File: src/rtl/pterm_slice.sv
module pterm_slice #(
  parameter int N_IN  = 8,
  parameter int N_REG = 4
) (
  input  logic [N_IN-1:0]   in_vec,
  input  logic [4:0]        term_en,
  input  logic [5*N_IN-1:0] true_mask,
  input  logic [5*N_IN-1:0] comp_mask,
  input  logic [4:0]        route_sum,
  input  logic [N_REG-1:0]  fold_bus,
  input  logic [N_REG-1:0]  fold_use,
  input  logic              fold_en,
  input  logic [2:0]        fold_sel,
  input  logic [1:0]        xor_mode,
  input  logic [2:0]        xor_term,
  input  logic              q_fb,
  input  logic              cas_in,
  output logic [4:0]        term_ctl,
  output logic              sum_local,
  output logic              cas_out,
  output logic              fold_out,
  output logic              xor_out
);
  localparam int NT = 5;

  logic [NT-1:0] term;

  for (genvar i = 0; i < NT; i++) begin : g_term
    logic [N_IN-1:0] tm, cm;
    assign tm = true_mask[i*N_IN +: N_IN];
    assign cm = comp_mask[i*N_IN +: N_IN];
    assign term[i] = term_en[i] & (&((~tm | in_vec) & (~cm | ~in_vec)));
  end

  assign term_ctl  = term & ~route_sum;
  assign sum_local = (|(term & route_sum)) | (|(fold_use & fold_bus));
  assign cas_out   = sum_local | cas_in;

  logic fold_src, xor_op, xor_pick;

  always_comb begin
    fold_src = 1'b1;
    if (int'(fold_sel) < NT) fold_src = term[fold_sel];
    xor_pick = 1'b0;
    if (int'(xor_term) < NT) xor_pick = term[xor_term];
    case (xor_mode)
      2'b00:   xor_op = 1'b0;
      2'b01:   xor_op = 1'b1;
      2'b10:   xor_op = xor_pick;
      default: xor_op = q_fb;
    endcase
  end

  assign fold_out = fold_en & ~fold_src;
  assign xor_out  = cas_out ^ xor_op;
endmodule


File: config.mk
export PLATFORM = sky130hd
export DESIGN_NAME = pterm_slice
export DESIGN_NICKNAME = d
export VERILOG_FILES = /design/src/rtl/pterm_slice.sv
export SDC_FILE = /design/constraint.sdc
export NUM_CORES = 1
export LEC_CHECK = 0
export ABC_AREA = 1
export ABC_CLOCK_PERIOD_IN_PS = 2310
export BUFFER_PORTS_ARGS = -buffer_cell sky130_fd_sc_hd__buf_2
export CAP_MARGIN = 20
export CELL_PAD_IN_SITES_DETAIL_PLACEMENT = 0
export CELL_PAD_IN_SITES_GLOBAL_PLACEMENT = 1
export CORE_ASPECT_RATIO = 1.2
export CORE_UTILIZATION = 21
export DETAILED_ROUTE_END_ITERATION = 7
export PLACE_DENSITY_LB_ADDON = 0.05
export SYNTH_ARGS = -nofsm -noshare
export SYNTH_HDL_FRONTEND = slang
export SYNTH_SLANG_ARGS = --single-unit
File: constraint.sdc
create_clock -name vclk -period 2.31
set_input_delay 0.462 -clock vclk [all_inputs]
set_output_delay 0.462 -clock vclk [all_outputs]
set_load 0.05 [all_outputs]
==> Word level (Yosys, flattened, before mapping) <==
Index checks and enable logic that the tools add are counted.
{ "op_classes": {"n_addsub": 0, "n_mul": 0, "n_div": 0, "magnitude_cmp": 4, "n_eq_ne": 2, "shifts": 0, "muxes": 7, "n_bitwise": 40, "n_reduce_logical": 8} }
{ "ops": {"columns": ["op", "n"], "rows": [
  ["inverter 8 bit", 11],
  ["bitwise OR 8 bit", 10],
  ["bitwise AND 8 bit", 5],
  ["AND reduction 8 bit", 5],
  ["bitwise AND 5 bit", 2],
  ["less-than comparator 3 x 4 -> 1 bit (second input constant)", 2],
  ["bitwise AND 1 bit", 6],
  ["binary-select mux 1 bit (select 3 bit)", 2],
  ["less-than comparator 3 bit (second input constant)", 2],
  ["inverter 5 bit", 1],
  ["OR reduction 5 bit", 1],
  ["bitwise AND 4 bit", 1],
  ["two-way mux 1 bit", 4],
  ["OR reduction 4 bit", 1],
  ["case mux 1 bit (3 select lines)", 1],
  ["equality test 2 x 1 -> 1 bit (second input constant)", 1],
  ["equality test 2 bit (second input constant)", 1],
  ["zero test 2 bit", 1],
  ["bitwise OR 1 bit", 2],
  ["inverter 1 bit", 1],
  ["bitwise XOR 1 bit", 1]
]} }
{ "word_totals": {"ff_bits": 0, "latchBits": 0, "mem_bits_rw": 0, "romBits": 0, "inputBits": 117, "out_inout_bits": 9, "elab_cells": 61, "memories": 0} }

==> Logic depth before layout (Yosys ltp) <==
{ "depth": {"depth_word": 10, "mapped_depth": 15, "depth_no_buf": 14} }

==> Worst setup path before layout <==
OpenSTA, ideal clock, no wires.
{ "synth_path": {"path_kind": "input to output", "from": "input port in_vec[4]", "to": "output port term_ctl[2]", "arrival_time_ns": 2.417, "path_slack_ns": -0.569, "path_stages": 7, "n_path_buf": 1, "cell_sequence": "buf_2 > inv_2 > nand2_1 > nand4_1 > nor2_1 > nand4_1 > nor4_1"} }
{ "synth_via": {"elab_chain_len": 6, "word_cells_on_any_way": 7, "cone_classes": "bitwise (6); reduce/logical (1)"} }
{ "synth_rtl": {"columns": ["element", "line_no", "source"], "rows": [
  ["start, declared", "5", "input logic [N_IN-1:0] in_vec,"],
  ["inverter 8 bit", "32", "assign term[i] = term_en[i] & (&((~tm | in_vec) & (~cm | ~in_vec)));"],
  ["bitwise OR 8 bit", "32", null],
  ["bitwise AND 8 bit *", "32", null],
  ["AND reduction 8 bit *", "32", null],
  ["bitwise AND 1 bit *", "32", null],
  ["bitwise AND 5 bit *", "35", "assign term_ctl = term & ~route_sum;"],
  ["end, declared", "18", "output logic [4:0] term_ctl,"]
]} }
Every way passes the cells marked *; elsewhere a longest branch is shown, timed or not.

==> Worst setup path after layout <==
{ "layout_path": {"from": "input port in_vec[7]", "to": "output port xor_out"} }
{ "layout_via": {"elab_chain_len": 10, "word_cells_on_any_way": 35, "cone_classes": "mux (4); bitwise (25); reduce/logical (6)"} }
{ "layout_rtl": {"columns": ["element", "line_no", "source"], "rows": [
  ["inverter 8 bit", "32", null],
  ["bitwise OR 8 bit", "32", null],
  ["bitwise AND 8 bit", "32", null],
  ["AND reduction 8 bit", "32", null],
  ["bitwise AND 1 bit", "32", null],
  ["binary-select mux 1 bit (select 3 bit) or bitwise AND 5 bit (tied branches)", "45, 36", null],
  ["two-way mux 1 bit (not written as such) or OR reduction 5 bit (tied branches)", "45, 36", null],
  ["two-way mux 1 bit or bitwise OR 1 bit (tied branches)", "45, 36", null],
  ["case mux 1 bit (3 select lines) or bitwise OR 1 bit (tied branches)", "46, 37", null],
  ["bitwise XOR 1 bit *", "55", "assign xor_out = cas_out ^ xor_op;"],
  ["end, declared", "22", "output logic xor_out"]
]} }
Every way passes the cells marked *; elsewhere a longest branch is shown, timed or not. The select of a mux whose other input is x is not followed.

==> summary.md <==
| Metric | Value |
|---|---|
| CP Capture Type | `output pin` |
| Largest net degree at the start of global routing | `9` |
| Hold crit path type | `in2out` |
| Vias in the first global route | `approximately 1,900` |
| IO Port Bufs | `126` |
| Final Hold Viols | `0` |
| Yosys cell types | `25` |
| PD cells | `about 170 nW/um2` |
| Final setup viols | `0` |
| Actual slew at the worst max-slew pin | `approximately 0.26 ns` |
| Via count | `~2,100` |
| Crit path depth | `16` |
| Die H | `just over 80 um` |
| Clkbuf count | `0` |
| Row Count | `28` |
| Nets@finish | `roughly 520` |
| Critical path class | `in2out` |
| Worst hold stages | `3` |
| Ports | `~130` |
| Share of cells above drive strength 1 | `49.4%` |
| Rel. slew slack | `between 80% and 90%` |
| Register Area | `0 um2` |
| Drt via density | `roughly 4.5` |
| Flip-flop and latch count | `0` |
| Buf/Inv on CP | `4` |
| Gr ovfl total | `0` |
| Synth Warn # | `0` |
| # fillers | `around 600` |
| Finished Cell Area | `2200 um2` |
| Antenna diodes | `0` |
| Post-placement cell area | `about 2000 um2` |
| Worst path max stage delay | `0.20 ns` |
| Leakage | `approximately 0.0014 uW` |
| Final cell count without fillers | `between 400 and 500` |
| Worst-case vdd ir drop | `around 65 uV` |
| Initial core utilization | `about 22%` |
| Drc violations | `0` |
| Final worst-path cycle share | `between 90% and 100%` |
| Die width | `68.4 um` |
| Avg WL per Cell | `roughly 12 um` |
| Data arrival time of the critical path | `roughly 1.7 ns` |
| Syn Inst Count | `255` |
| Core area | `between 5000 and 6000 um2` |
| Crit-path leading delay family | `simple AND/OR/NAND/NOR gates` |
| DRT antenna net count | `0` |
| Status | `finished, final reports clean` |
| Gr usage total | `19.4%` |
| Final Slew Violations | `0` |
| Area delta synth->final | `98.3%` |
| Max-capacitance violation count | `0` |
| Synth Cell Area | `about 1100 um2` |
| Antenna violations before repair | `0` |
| Fmax | `455 MHz` |
| DP Wirelength | `about 5100 um` |
| Global-route wire length before repair | `~8000 um` |
| Unrepaired setup endpoints after global routing | `true` |
| Placed insts | `approximately 460` |
| Seq/Total Area, Yosys | `0%` |
| Critical-path cell list | `buf_12 -> inv_4 -> nand2_2 -> nand3_2 -> nor2_1 -> nand4_1 -> nand2_2 -> nand2_1 -> inv_1 -> nand2_1 -> nand2_1 -> nand2_1 -> nand2_1 -> nand2_1 -> nand2_2 -> buf_8` |
| Min cycle time layout | `around 2.2 ns` |
| RD Place Congestion | `0.905` |
| Critical Path Start Type | `primary input` |
| Detailed-router iteration count before antenna repair | `4` |
| Drt total wl | `between 5000 and 6000 um` |
| Mapped Avg Cell Area | `approximately 4.4 um2` |
| Die area | `5580 um2` |
| Syn nets | `372` |
| Hold-fix buffers at CTS | `0` |
| 1st-iter DRT viols | `48` |
| CP Max Fanout | `8` |
| Worst path most repeated cell | `nand2_1` |
| Critical Path Slowest Stage Cell | `nand4_1` |
| Worst EP required | `about 1.9 ns` |
-- final timing paths --
kind                     start          end  slack (ns)
setup / recovery     in_vec[7]      xor_out        0.11
hold / removal    route_sum[4]  term_ctl[4]        1.20
-- timing repair --
| item | CTS | global route |
|---|---|---|
| endpoints found under the setup margin | 2 | 5 |
| gates resized for setup | 6 | 64 |
| pin swaps | 0 | 15 |
| buffers inserted | 0 | 2 |
-- cell type report --
type,instances,area (um2),share of cell area (%)
inverters,33,134,6.08
multi-input cells,218,1060,48.3
well taps,60,75.1,3.41
repair buffers,152,928,42.2
-- worst min-delay path: cells and delay by family --
| family | cells | cell delay (ns) |
|---|---|---|
| buf+inv | 2 | 0.24 |
| simple gates | 1 | 0.04 |
-- cells in the mapped netlist, drive strengths merged --
cell	count	area share (%)
a21oi	2	1.2
a221oi	1	0.79
and2	1	0.56
and3	2	1.1
buf	4	2.3
clkinv	1	0.34
inv	32	11
nand2	118	41
nand3	20	9.5
nand4	16	9.6
nor2	40	14
nor3	2	0.90
nor3b	2	1.4
nor4	2	1.1
o21ai	10	4.5
o221ai	1	0.79
or2	1	0.56
-- per-layer routing --
layer	up-vias	global-route usage (%)	routed length (um)
li1	1113	-	-
met1	885	24.3	2380
met2	75	36.3	2870
met3	7	1.11	318
met4	0	2.71	69
met5	-	0	0
-- cells in the final DEF (no fill, tap or decap), types with 2 or more instances in the layout --
| cell type | instances |
|---|---|
| a21oi_2 | 2 |
| and3_1 | 2 |
| buf_12 | 3 |
| buf_2 | 115 |
| buf_4 | 25 |
| buf_6 | 8 |
| inv_1 | 24 |
| inv_2 | 4 |
| inv_4 | 4 |
| nand2_1 | 100 |
| nand2_2 | 16 |
| nand2_4 | 2 |
| nand3_1 | 17 |
| nand3_2 | 3 |
| nand4_1 | 15 |
| nor2_1 | 31 |
| nor2_2 | 9 |
| nor3b_1 | 2 |
| nor4_2 | 2 |
| o21ai_0 | 5 |
| o21ai_1 | 4 |
-- power by group --
group | switching (uW) | internal [uW] | total [uW]
logic | 198 | 186 | 383
clock network | 0 | 0 | 0
registers | 0 | 0 | 0
total | 198 | 186 | 383
-- metrics by stage --
step / util [%] / setup TNS [ns] / setup slack, ns / hold slack, ns / total power (uW)
2_1_floorplan: - / 0 / 0.00821 / 1.03 / 166
3_3_place_gp: 39.7 / -0.158 / -0.118 / 1.24 / 342
3_5_place_dp: 39.7 / -0.135 / -0.111 / 1.24 / 340
4_1_cts: 40.1 / 0 / 0.0121 / 1.25 / 347
5_1_grt: 43.9 / -0.0805 / -0.0691 / 1.22 / 424
6_report: 43.9 / 0 / 0.112 / 1.20 / 383
-- cells by family (layout without fill, tap and decap cells) --
| kind of cell | Yosys count | in the layout | share of synthesized area (%) |
|---|---|---|---|
| and+or+nand+nor | 204 | 204 | 79.3 |
| buffers and inverters | 37 | 185 | 13.4 |
| AOI/OAI and AO/OA | 14 | 14 | 7.33 |
Note: power is estimated with default switching activity, not from simulation.
